[src/rtl/dutyfix_pkg.sv]
package dutyfix_pkg;
    localparam int CNT_W = 8;
    localparam int WORD_W = 2 * CNT_W + 2;

    // Bit order matters: low [CNT_W-1:0], high next, then bypass, then odd
    typedef struct packed {
        logic             odd;
        logic             byp;
        logic [CNT_W-1:0] hi;
        logic [CNT_W-1:0] lo;
    } div_cfg_t;

    function automatic logic [CNT_W-1:0] eff_count(input logic [CNT_W-1:0] v);
        return (v == '0) ? CNT_W'(1) : v;
    endfunction
endpackage

[src/rtl/dutyfix_cfg_hold.sv]
module dutyfix_cfg_hold
    import dutyfix_pkg::*;
#(
    parameter int RST_LO = 1,
    parameter int RST_HI = 1
) (
    input  logic     clk,
    input  logic     rst_n,
    input  div_cfg_t cfg_in,
    input  logic     cfg_load,
    input  logic     boundary,
    output div_cfg_t act_o
);
    typedef struct packed {
        div_cfg_t pend;
        logic     pend_v;
        div_cfg_t act;
    } hold_t;

    localparam div_cfg_t RST_CFG = '{odd: 1'b0, byp: 1'b0,
                                     hi: CNT_W'(RST_HI), lo: CNT_W'(RST_LO)};

    hold_t st_d, st_q;

    always_comb begin
        st_d = st_q;
        if (boundary && st_q.pend_v) begin
            st_d.act = st_q.pend;
        end
        if (cfg_load) begin
            st_d.pend   = cfg_in;
            st_d.pend_v = 1'b1;
        end else if (boundary) begin
            st_d.pend_v = 1'b0;
        end
    end

    always_ff @(posedge clk or negedge rst_n) begin
        if (!rst_n) begin
            st_q.pend   <= RST_CFG;
            st_q.pend_v <= 1'b0;
            st_q.act    <= RST_CFG;
        end else begin
            st_q <= st_d;
        end
    end

    assign act_o = st_q.act;
endmodule

[src/rtl/dutyfix_phase_cnt.sv]
module dutyfix_phase_cnt
    import dutyfix_pkg::*;
(
    input  logic             clk,
    input  logic             rst_n,
    input  div_cfg_t         act,
    output logic             phase_o,
    output logic [CNT_W-1:0] cnt_o,
    output logic             boundary_o,
    output logic             last_hi_o
);
    typedef struct packed {
        logic             phase;
        logic [CNT_W-1:0] cnt;
    } cnt_t;

    cnt_t st_d, st_q;
    logic [CNT_W-1:0] lo_end, hi_end;
    logic end_lo, end_hi;

    always_comb begin
        lo_end = eff_count(act.lo) - 1'b1;
        hi_end = eff_count(act.hi) - 1'b1;
        end_lo = !st_q.phase && (st_q.cnt == lo_end);
        end_hi = st_q.phase && (st_q.cnt == hi_end);
        boundary_o = act.byp || end_lo;
        last_hi_o  = end_hi && act.odd && !act.byp;

        st_d = st_q;
        if (boundary_o) begin
            st_d.phase = 1'b1;
            st_d.cnt   = '0;
        end else if (end_hi) begin
            st_d.phase = 1'b0;
            st_d.cnt   = '0;
        end else begin
            st_d.cnt = st_q.cnt + 1'b1;
        end
    end

    always_ff @(posedge clk or negedge rst_n) begin
        if (!rst_n) begin
            st_q.phase <= 1'b0;
            st_q.cnt   <= '0;
        end else begin
            st_q <= st_d;
        end
    end

    assign phase_o = st_q.phase;
    assign cnt_o   = st_q.cnt;
endmodule

[src/rtl/dutyfix_edge_out.sv]
module dutyfix_edge_out (
    input  logic clk,
    input  logic rst_n,
    input  logic phase,
    input  logic last_hi,
    input  logic byp,
    output logic fall_o,
    output logic clk_out
);
    logic fall_d, fall_q;

    // Sampled on the falling edge: drops the output mid-cycle in the last high cycle
    always_comb fall_d = !last_hi;

    always_ff @(negedge clk or negedge rst_n) begin
        if (!rst_n) fall_q <= 1'b1;
        else        fall_q <= fall_d;
    end

    assign fall_o  = fall_q;
    assign clk_out = byp ? clk : (phase && fall_q);
endmodule

[src/rtl/dutyfix_divider.sv]
module dutyfix_divider
    import dutyfix_pkg::*;
#(
    parameter int RST_LO = 1,
    parameter int RST_HI = 1
) (
    input  logic              clk_src,
    input  logic              rst_n,
    input  logic [WORD_W-1:0] cfg_word,
    input  logic              cfg_load,
    output logic              clk_out
);
    div_cfg_t         act;
    logic             phase_w;
    logic [CNT_W-1:0] cnt_w;
    logic             boundary_w;
    logic             last_hi_w;
    logic             fall_w;

    dutyfix_cfg_hold #(.RST_LO(RST_LO), .RST_HI(RST_HI)) u_hold (
        .clk      (clk_src),
        .rst_n    (rst_n),
        .cfg_in   (div_cfg_t'(cfg_word)),
        .cfg_load (cfg_load),
        .boundary (boundary_w),
        .act_o    (act)
    );

    dutyfix_phase_cnt u_cnt (
        .clk        (clk_src),
        .rst_n      (rst_n),
        .act        (act),
        .phase_o    (phase_w),
        .cnt_o      (cnt_w),
        .boundary_o (boundary_w),
        .last_hi_o  (last_hi_w)
    );

    dutyfix_edge_out u_edge (
        .clk     (clk_src),
        .rst_n   (rst_n),
        .phase   (phase_w),
        .last_hi (last_hi_w),
        .byp     (act.byp),
        .fall_o  (fall_w),
        .clk_out (clk_out)
    );
endmodule

[config.mk]
export PLATFORM = sky130hd
export DESIGN_NAME = dutyfix_divider
export DESIGN_NICKNAME = d
export VERILOG_FILES = /design/src/rtl/dutyfix_pkg.sv /design/src/rtl/dutyfix_cfg_hold.sv /design/src/rtl/dutyfix_phase_cnt.sv /design/src/rtl/dutyfix_edge_out.sv /design/src/rtl/dutyfix_divider.sv
export SDC_FILE = /design/constraint.sdc
export NUM_CORES = 1
export LEC_CHECK = 0
export ABC_AREA = 1
export BUFFER_PORTS_ARGS = -buffer_cell sky130_fd_sc_hd__buf_2
export CORE_ASPECT_RATIO = 0.75
export CORE_MARGIN = 4
export CORE_UTILIZATION = 35
export DETAILED_ROUTE_END_ITERATION = 10
export GPL_ROUTABILITY_DRIVEN = 0
export PLACE_DENSITY = 0.53
export SLEW_MARGIN = 20
export SYNTH_ARGS = -nofsm -noshare
export SYNTH_HDL_FRONTEND = slang
export SYNTH_SLANG_ARGS = --single-unit
export TNS_END_PERCENT = 20
[constraint.sdc]
create_clock -name clk_src -period 3.9 [get_ports clk_src]
set_input_delay 0.585 -clock clk_src [delete_from_list [all_inputs] [get_ports clk_src]]
set_output_delay 0.585 -clock clk_src [all_outputs]
set_load 0.01 [all_outputs]
### Word-level counts from Yosys, hierarchy flattened

Index checks and enable logic that the tools add are counted.
W data, S select, Z words.

* $add $sub $neg: 3
* $mul: 0
* div/mod/pow operators: 0
* magnitude comparators: 0
* equality and inequality tests: 2
* shift-type cells: 0
* multiplexer cells: 8
* bitwise gates (word level): 0
* reductions and logical operators: 14

Operators by type and width (count)
* $mux W8: 3
* $eq A8 B8 Y1: 2
* $logic_not A8 Y1: 2
* $sub A8 B1 Y8 const B: 2
* $mux W9: 1
* $add A8 B1 Y8 const B: 1
* $logic_and A1 B1 Y1: 6
* $mux W1: 4
* $reduce_bool A2 Y1: 2
* $logic_not A1 Y1: 3
* $logic_or A1 B1 Y1: 1

* register bits after elaboration: 47
* bits in latches: 0
* memory bits (writable): 0
* memory bits (read-only): 0
* input port bits: 21
* output and inout bits: 1
* word-level logic and storage cells: 39
* memories kept: 0

### Logic depth before layout (Yosys ltp)

Gate-level depths: netlist of run 1.

* word-level depth: 8
* gate-level depth with buffers: 21
* depth with buffers taken out: 20

### By module

From an unflattened synthesis of run 1, not the netlist that was laid out.

* cells, all modules: 397
* area, all modules: 2919.0 sq um

Modules (own cells, without submodules)
* dutyfix_cfg_hold: instances 1, cells an instance 175, area each 1597.8 sq um
* dutyfix_phase_cnt: instances 1, cells an instance 215, area each 1263.7 sq um
* dutyfix_edge_out: instances 1, cells an instance 7, area each 57.6 sq um

==> results of run 1 <==
-- area by class of cell --
cell class	instances	share of cell area [%]
Multi-Input combinational cell	218	43.2
Sequential cell	47	37.6
Timing Repair Buffer	32	6.06
Inverter	37	4.42
Tap cell	101	4.02
Clock buffer	7	3.15
Clock inverter	4	1.47
-- registers in the layout, indices dropped and copies added, names as in the netlist --
signal and flops:
u_cnt.phase_o 1, u_cnt.cnt_o 8, u_edge.fall_o 1, u_hold.act_o 18, u_hold.st_q 19
-- worst max-delay path, delay by kind of cell (launching register included) --
| family | cells | cell delay, ns |
|---|---|---|
| AND/OR/NAND/NOR | 11 | 1.01 |
| flip-flops | 1 | 0.40 |
| adder cells (fa/ha/maj) | 1 | 0.16 |
| XOR/XNOR | 1 | 0.14 |
| buffers and inverters | 2 | 0.11 |
-- where the power goes --
part	leakage, µW	internal [µW]	switching [µW]	total, µW
logic	0.000903	515	663	1180
clock network	0.0000816	240	197	436
registers	0.000561	637	177	813
-- metrics by stage --
stage / instance area [µm²] / setup TNS [ns]
2_1_floorplan: 2750 / 0
3_3_place_gp: 2960 / 0
3_5_place_dp: 2960 / -0.00205
4_1_cts: 3100 / 0
5_1_grt: 3140 / -0.144
6_report: 3140 / 0
-- layer usage --
| metal | vias to the layer above | global-route usage, % | routed length [µm] |
|---|---|---|---|
| met5 | - | 0 | 0 |
| met4 | 0 | 3.91 | 85 |
| met3 | 9 | 3.31 | 260 |
| met2 | 37 | 17.9 | 2280 |
| met1 | 915 | 19.9 | 3070 |
| li1 | 1058 | - | - |
-- final timing paths --
check	endpoint	slack, ns	cells past startpoint	startpoint
max	u_edge.fall_o	0.09	15	u_hold.act_o[10]
min reg2reg	u_hold.act_o[0]	0.47	2	u_hold.act_o[0]
min in group clk_src	u_hold.act_o[0]	0.47	2	u_hold.act_o[0]
min	u_cnt.cnt_o[4]	0.41	2	rst_n
max in group asynchronous	u_edge.fall_o	1.74	1	rst_n
max reg2reg	u_edge.fall_o	0.09	15	u_hold.act_o[10]
-- what timing repair did --
item                                    4_1_cts  5_1_grt
resized for setup                             0       13
buffers inserted                              0        1
endpoints found under the setup margin        0        1
-- cell usage in the layout, fill, tap and decap left out --
| cell type | instances |
|---|---|
| nand2_2 | 7 |
| mux2_2 | 18 |
| nor2_2 | 6 |
| ha_4 | 1 |
| dfstp_2 | 5 |
| nand2_4 | 3 |
| a21oi_2 | 1 |
| buf_2 | 21 |
| clkbuf_16 | 1 |
| nand4_1 | 7 |
| nor3b_1 | 1 |
| o21ai_0 | 5 |
| nand3_2 | 14 |
| inv_1 | 32 |
| o21ai_1 | 1 |
| nor3_1 | 1 |
| dfrtp_1 | 42 |
| inv_6 | 1 |
| nand2_1 | 80 |
| and3_1 | 1 |
| o21bai_1 | 2 |
| nor3_2 | 9 |
| ha_1 | 2 |
| buf_4 | 12 |
| xnor2_1 | 5 |
| xor2_1 | 10 |
| inv_2 | 7 |
| a21oi_1 | 1 |
| o21bai_2 | 1 |
| nor2_4 | 1 |
| bufinv_16 | 1 |
| clkbuf_8 | 5 |
| o211ai_1 | 1 |
| nor2_1 | 19 |
| nand3_1 | 21 |
-- logic make-up (layout without fill, tap and decap cells) --
| logic type | Yosys count | in the layout | synth area share (%) |
|---|---|---|---|
| AND/OR/NAND/NOR | 170 | 170 | 31.8 |
| buffers and inverters | 48 | 80 | 9.05 |
| flip-flops | 47 | 47 | 43.0 |
| multiplexers | 18 | 18 | 7.36 |
| XOR/XNOR | 15 | 15 | 4.77 |
| AO/OA/AOI/OAI | 12 | 12 | 2.68 |
| adder cells (fa/ha/maj) | 3 | 3 | 1.36 |
-- synthesized netlist by cell type, types with 6 or more instances --
cell,count,area [µm²]
nand2_1,85,319
dfrtp_1,42,1050
inv_1,33,124
nand3_1,21,105
nor2_1,20,75.1
mux2_2,18,203
nand3_2,14,140
xor2_1,10,87.6
nor3_2,8,80.1
nand4_1,7,43.8
o21ai_0,6,30.0
==> results_dict.tcl, run 1 <==
set metrics [dict create \
    status "completed" \
    ys_ff_latch 47 \
    final_cell_count_no_fill 446 \
    skew_ns 0.0660 \
    cts_tree "built" \
    finish.net_count 368 \
    clock_tree.root_cell "clkbuf_8" \
    start_util_pct 36.7 \
    hold_violations 0 \
    grt_pass1_wl_um 10000 \
    final.setup.worst_slack_ns 0.0933 \
    chipHeight_um 84.8 \
    power_density_nw_per_um2 773 \
    cp-end-kind "flip-flop" \
    hold_buffers 0 \
    synth_edf_count 0 \
    drc 0 \
    post-dp-hpwl_um 4160 \
    h-tree-depth 2 \
    synthesis.nets 337 \
    rsz0062_at_grt "yes" \
    synth_area_per_cell_um2 8.79 \
    viasPerCell 4.53 \
    synth.distinct_cells 31 \
    yosysWarningCount 0 \
    placed_cells_incl_taps 436 \
    min_path_type "in -> async" \
    max-cap-violations 0 \
    cp.arrival_ns 2.13 \
    cts.path.max_buffers 2 \
    grt-ovfl-total 0 \
    io-pin-count 22 \
    total_leakage_power_uw 0.00155 \
    hold_slack_ns 0.409 \
    cp_common_cell "nand2_2" \
    ir_drop_mv 0.299 \
    critPathMaxFanout 3 \
    worst_pin_slew_ns 0.921 \
    slew_headroom_pct 38.6 \
    antenna_cells 0 \
    routed_wire_length_per_instance_um 12.8 \
    cpPeakStageDelay_ns 0.40 \
    wl_um 5700 \
    critical_path_required_ns 2.22 \
    firstDrtPassIters 4 \
    n_fill_cell 776 \
    syn_inst 313 \
    cts_buffers 5 \
    register_area_um2 1180 \
    area.growth.synth_to_final_pct 14.1 \
    ys_async_sr_fraction_pct 100 \
    clk_pin_slew_worst_paths_ns 0.10 \
    drt-initial-drc-count 115 \
    pre_cts_slack_ns -0.00205 \
    rows 27 \
    path_cells "nor2_2 -> nand2_1 -> inv_1 -> nand2_2 -> nand2_2 -> inv_2 -> ha_4 -> nand2_2 -> nand2_2 -> xor2_1 -> nor2_1 -> nand2_1 -> nor2_1 -> and3_1 -> nand4_1" \
    io_buffers 21 \
    worst-setup-path-type "reg -> reg" \
    track_usage_pct 13.1 \
    antenna_found_initial 0 \
    vias 2019 \
    critPathLaunchType "flip-flop" \
    grt_max_degree 47 \
    ys_seq_area_share_pct 43.0 \
    dominantRegCellSynth "dfrtp_1" \
    drive_gt1_share_pct 33.0 \
    grt_pass1_vias 2000 \
    fp.dieArea_um2 9360 \
    setup_violations 0 \
    postRouteAntennaNets 0 \
    chipWidth_um 110 \
    drv_slew 0 \
    core_area_um2 7500 \
    fin_util_pct 41.9 \
    multi_input_area_um2 1360 \
    power_uw 2430 \
    cpMaxStageDelayCell "dfrtp_1" \
    clock_latency_ns 0.36 \
    synth_area_um2 2750 \
]
No activity file was read; power rests on OpenSTA's default activity.
==> run 2, diff against run 1 <==
PLACE_DENSITY = unset   (was 0.53)
PLACE_DENSITY_LB_ADDON = 0.1   (was unset)
==> results_dict.tcl, run 2 (synthesis gave the netlist of run 1 again) <==
set metrics [dict create \
    final_area_um2 3200 \
    worst_pin_slew_ns 0.918 \
    combPwrFrac_pct 49.2 \
    mostFrequentLayoutCells "80 x nand2_1, 42 x dfrtp_1, 31 x inv_1" \
    grt_max_degree 47 \
    cts.path.max_buffers 2 \
    drive_gt1_share_pct 34.5 \
    wl_um 5990 \
    drc 0 \
    placed_area_um2 2980 \
    finish.net_count 374 \
    grt_pass1_wl_um 10000 \
    cp.arrival_ns 2.14 \
    post-dp-hpwl_um 4350 \
    max-cap-violations 0 \
    vias 2064 \
    cts_buffers 5 \
    firstDrtPassIters 4 \
    viasPerCell 4.57 \
    n_fill_cell 808 \
    status "completed" \
    chipWidth_um 110 \
    drt-initial-drc-count 89 \
    fp.dieArea_um2 9360 \
    clock_latency_ns 0.36 \
    slew_headroom_pct 38.8 \
    layout_commonest_cell "nand2_1" \
    core_area_um2 7500 \
    power_density_nw_per_um2 790 \
    worst-setup-path-type "reg -> reg" \
    hold_buffers 0 \
    multi_input_area_um2 1360 \
    critical_path_required_ns 2.22 \
    clock_tree.root_cell "clkbuf_8" \
    critPathMaxFanout 3 \
    start_util_pct 36.7 \
    antenna_cells 0 \
    h-tree-depth 2 \
    io_buffers 21 \
    critPathLaunchType "flip-flop" \
    p_int_uw 1460 \
    p_switching_uw 1060 \
    hold_violations 0 \
    cts_tree "built" \
    track_usage_pct 13.3 \
    sw_frac_of_total_pct 42.1 \
    grt_pass1_vias 1954 \
    clk_pin_slew_worst_paths_ns 0.10 \
    postRouteAntennaNets 0 \
    ir_drop_mv 0.313 \
    antenna_found_initial 0 \
    io-pin-count 22 \
    total_leakage_power_uw 0.00158 \
    chipHeight_um 84.8 \
    setup_violations 0 \
    power_frac_clock_pct 18.3 \
    seqPwrFrac_pct 32.5 \
    skew_ns 0.0637 \
    rows 27 \
    fin_util_pct 42.6 \
    largest_reg_flops 19 \
    register_area_um2 1180 \
    area.growth.synth_to_final_pct 16.1 \
    cp-end-kind "flip-flop" \
    regMostFlops "u_hold.st_q" \
    grt-ovfl-total 0 \
    min_path_type "in -> async" \
    rsz0062_at_grt "yes" \
    routed_wire_length_per_instance_um 13.2 \
    drv_slew 0 \
]
-- run 2: what timing repair did --
item | CTS | global route
pin swaps | 0 | 8
endpoints found under the setup margin | 1 | 1
setup buffers | 0 | 5
gates resized for setup | 1 | 14
gates cloned | 0 | 0
-- run 2: cell type report --
type	count	area share (%)
Clock buffer	6	2.31
Timing Repair Buffer	38	7.36
Clock inverter	5	2.39
Sequential cell	47	37.0
Inverter	37	4.35
Tap cell	101	3.95
Multi-Input combinational cell	218	42.6
-- run 2: per-stage QoR --
step           setup TNS [ns]  power (µW)  std cells  hold slack (ns)  setup slack, ns
2_1_floorplan               0        1660        313            0.289           0.0584
3_3_place_gp                0        1960        438            0.454           0.0239
3_5_place_dp          -0.0514        1960        438            0.456          -0.0514
4_1_cts                     0        2430        447            0.421          0.00642
5_1_grt               -0.0816        2760        452            0.454          -0.0816
6_report                    0        2530        452            0.386           0.0817
-- run 2: path summary, 6_finish.rpt --
check                                 startpoint               to  slack, ns  cells past startpoint
worst max-delay path            u_hold.act_o[10]    u_edge.fall_o       0.08                     15
worst min-delay path                       rst_n   u_cnt.cnt_o[1]       0.39                      2
worst max register to register  u_hold.act_o[10]    u_edge.fall_o       0.08                     15
worst min register to register   u_hold.act_o[8]  u_hold.act_o[8]       0.47                      2
max in group asynchronous                  rst_n    u_edge.fall_o       1.75                      1
min in group clk_src             u_hold.act_o[8]  u_hold.act_o[8]       0.47                      2
-- run 2: power by group through the flow --
stage               clock [µW]  sequential, µW  combinational, µW
floorplan                 9.76             760                893
global placement          13.9             826               1120
finish                     463             821               1240
detailed placement        13.9             823               1130
CTS                        479             817               1130
global route               497             845               1420
-- run 2: per-layer routing --
metal  global-route usage (%)  wire, µm
met1                     21.2      3320
met5                        0         0
met4                     3.47        60
met2                     17.2      2340
met3                     3.75       270
-- run 2: critical path, cell delays in order, from the launching register on --
cell	delay [ns]
dfrtp_1	0.40
nor2_2	0.14
nand2_1	0.10
inv_2	0.06
nand2_2	0.05
nand2_2	0.08
inv_2	0.04
ha_4	0.17
nand2_4	0.06
nand2_2	0.05
xor2_1	0.14
nor2_1	0.15
nand2_1	0.08
nor2_1	0.09
and3_1	0.14
nand4_1	0.09
==> run 3, diff against run 2 <==
CORE_UTILIZATION = 55   (was 35)
==> results_dict.tcl, run 3 (synthesis gave the netlist of run 1 again) <==
set metrics [dict create \
    status "completed" \
    antenna_found_initial 0 \
    clk_pin_slew_worst_paths_ns 0.09 \
    mostFrequentLayoutCells "81 x nand2_1, 42 x dfrtp_1, 32 x inv_1" \
    h-tree-depth 2 \
    routed_wire_length_per_instance_um 13.6 \
    grt_pass1_wl_um 9490 \
    critPathLaunchType "flip-flop" \
    max-cap-violations 0 \
    r2r-end "u_edge.fall_o" \
    drv_slew 0 \
    io-pin-count 22 \
    layout_commonest_cell "nand2_1" \
    cp-end-kind "flip-flop" \
    cts_tree "built" \
    clock_latency_ns 0.35 \
    min_path_type "in -> async" \
    grt_max_degree 47 \
    finish.net_count 370 \
    hold_violations 0 \
    cts.path.max_buffers 2 \
    ff2ff_setup_slack_ns 0.13 \
    slew_headroom_pct 39.6 \
    vias 2044 \
    grt-ovfl-total 0 \
    worst_pin_slew_ns 0.907 \
    clock_tree.root_cell "clkbuf_8" \
    rows 21 \
    antenna_cells 0 \
    viasPerCell 5.06 \
    skew_ns 0.0548 \
    fin_setup_tns_ns 0 \
    fp.dieArea_um2 6210 \
    n_fill_cell 385 \
    ir_drop_mv 0.369 \
    core_area_um2 4650 \
    ff2ff_path_depth 16 \
    worst-setup-path-type "reg -> reg" \
    postRouteAntennaNets 0 \
    power_density_nw_per_um2 771 \
    critPathMaxFanout 3 \
    drc 0 \
    regMostFlops "u_hold.st_q" \
    start_util_pct 59.2 \
    grt_pass1_vias 1990 \
    area.growth.synth_to_final_pct 12.1 \
    io_buffers 21 \
    setup_violations 0 \
    hold_slack_ns 0.396 \
    chipHeight_um 69.3 \
    hold_buffers 0 \
    fin_util_pct 66.3 \
    post-dp-hpwl_um 3970 \
    total_leakage_power_uw 0.00155 \
    r2r-start "u_hold.act_o[10]" \
    firstDrtPassIters 4 \
    drive_gt1_share_pct 33.1 \
    chipWidth_um 89.7 \
    cts_buffers 5 \
    largest_reg_flops 19 \
    critical_path_required_ns 2.21 \
    cp.arrival_ns 2.08 \
    wl_um 5480 \
    rsz0062_at_grt "yes" \
    track_usage_pct 19.2 \
    drt-initial-drc-count 93 \
]
run 3: where the power goes:
part	leakage, µW	internal, µW	switching (µW)
clock network	0.0000703	190	178
registers	0.000561	637	177
logic	0.000917	529	667
run 3: layout make-up:
class / count / area (µm²) / area share, %
tap: 57 / 71.3 / 2.31
clock buffer: 8 / 113 / 3.65
clock inverter: 3 / 15.0 / 0.487
sequential: 47 / 1180 / 38.3
multi-input combinational: 218 / 1360 / 44.1
timing repair buffer: 34 / 205 / 6.65
inverter: 37 / 139 / 4.50
run 3: worst max-delay path, cell delays in order (launching register included):
cell     delay (ns)
dfrtp_1        0.40
nor2_2         0.12
nand2_1        0.08
inv_1          0.07
nand2_2        0.05
nand2_2        0.07
inv_2          0.04
ha_4           0.17
inv_2          0.06
nand2_1        0.07
nand2_2        0.08
xor2_1         0.06
nor2_1         0.13
nand2_1        0.06
nor2_1         0.09
and3_1         0.14
nand4_1        0.08
run 3: worst max path at each step:
stage,start,endpoint,slack (ns),cells after the start
3_3_place_gp,u_hold.act_o[11],u_edge.fall_o,0.05,14
4_1_cts,u_hold.act_o[11],u_edge.fall_o,0.005,15
2_1_floorplan,u_hold.act_o[11],u_edge.fall_o,0.06,14
3_5_place_dp,u_hold.act_o[11],u_edge.fall_o,-0.03,14
5_1_grt,u_hold.act_o[10],u_edge.fall_o,-0.08,16
6_report,u_hold.act_o[10],u_edge.fall_o,0.13,16
run 3: metal layers:
| layer | track usage (%) | vias up | wire, µm |
|---|---|---|---|
| met3 | 4.63 | 6 | 313 |
| met4 | 4.13 | 0 | 50 |
| met2 | 26.9 | 48 | 2330 |
| li1 | - | 1064 | - |
| met5 | 0 | - | 0 |
| met1 | 29.8 | 926 | 2780 |
run 3: repair_timing:
action,4_1_cts,5_1_grt
buffers inserted,1,3
gates resized for setup,0,12
pin swaps,1,8
endpoints found under the setup margin,1,1
run 3: stage by stage:
| step | total power, µW | worst slack (ns) | instance area [µm²] | std cells |
|---|---|---|---|---|
| 4_1_cts | 2300 | 0.00453 | 3020 | 401 |
| 3_5_place_dp | 1920 | -0.0254 | 2900 | 391 |
| 6_report | 2380 | 0.126 | 3090 | 404 |
| 2_1_floorplan | 1660 | 0.0584 | 2750 | 313 |
| 3_3_place_gp | 1900 | 0.0489 | 2900 | 391 |
| 5_1_grt | 2620 | -0.0823 | 3090 | 404 |
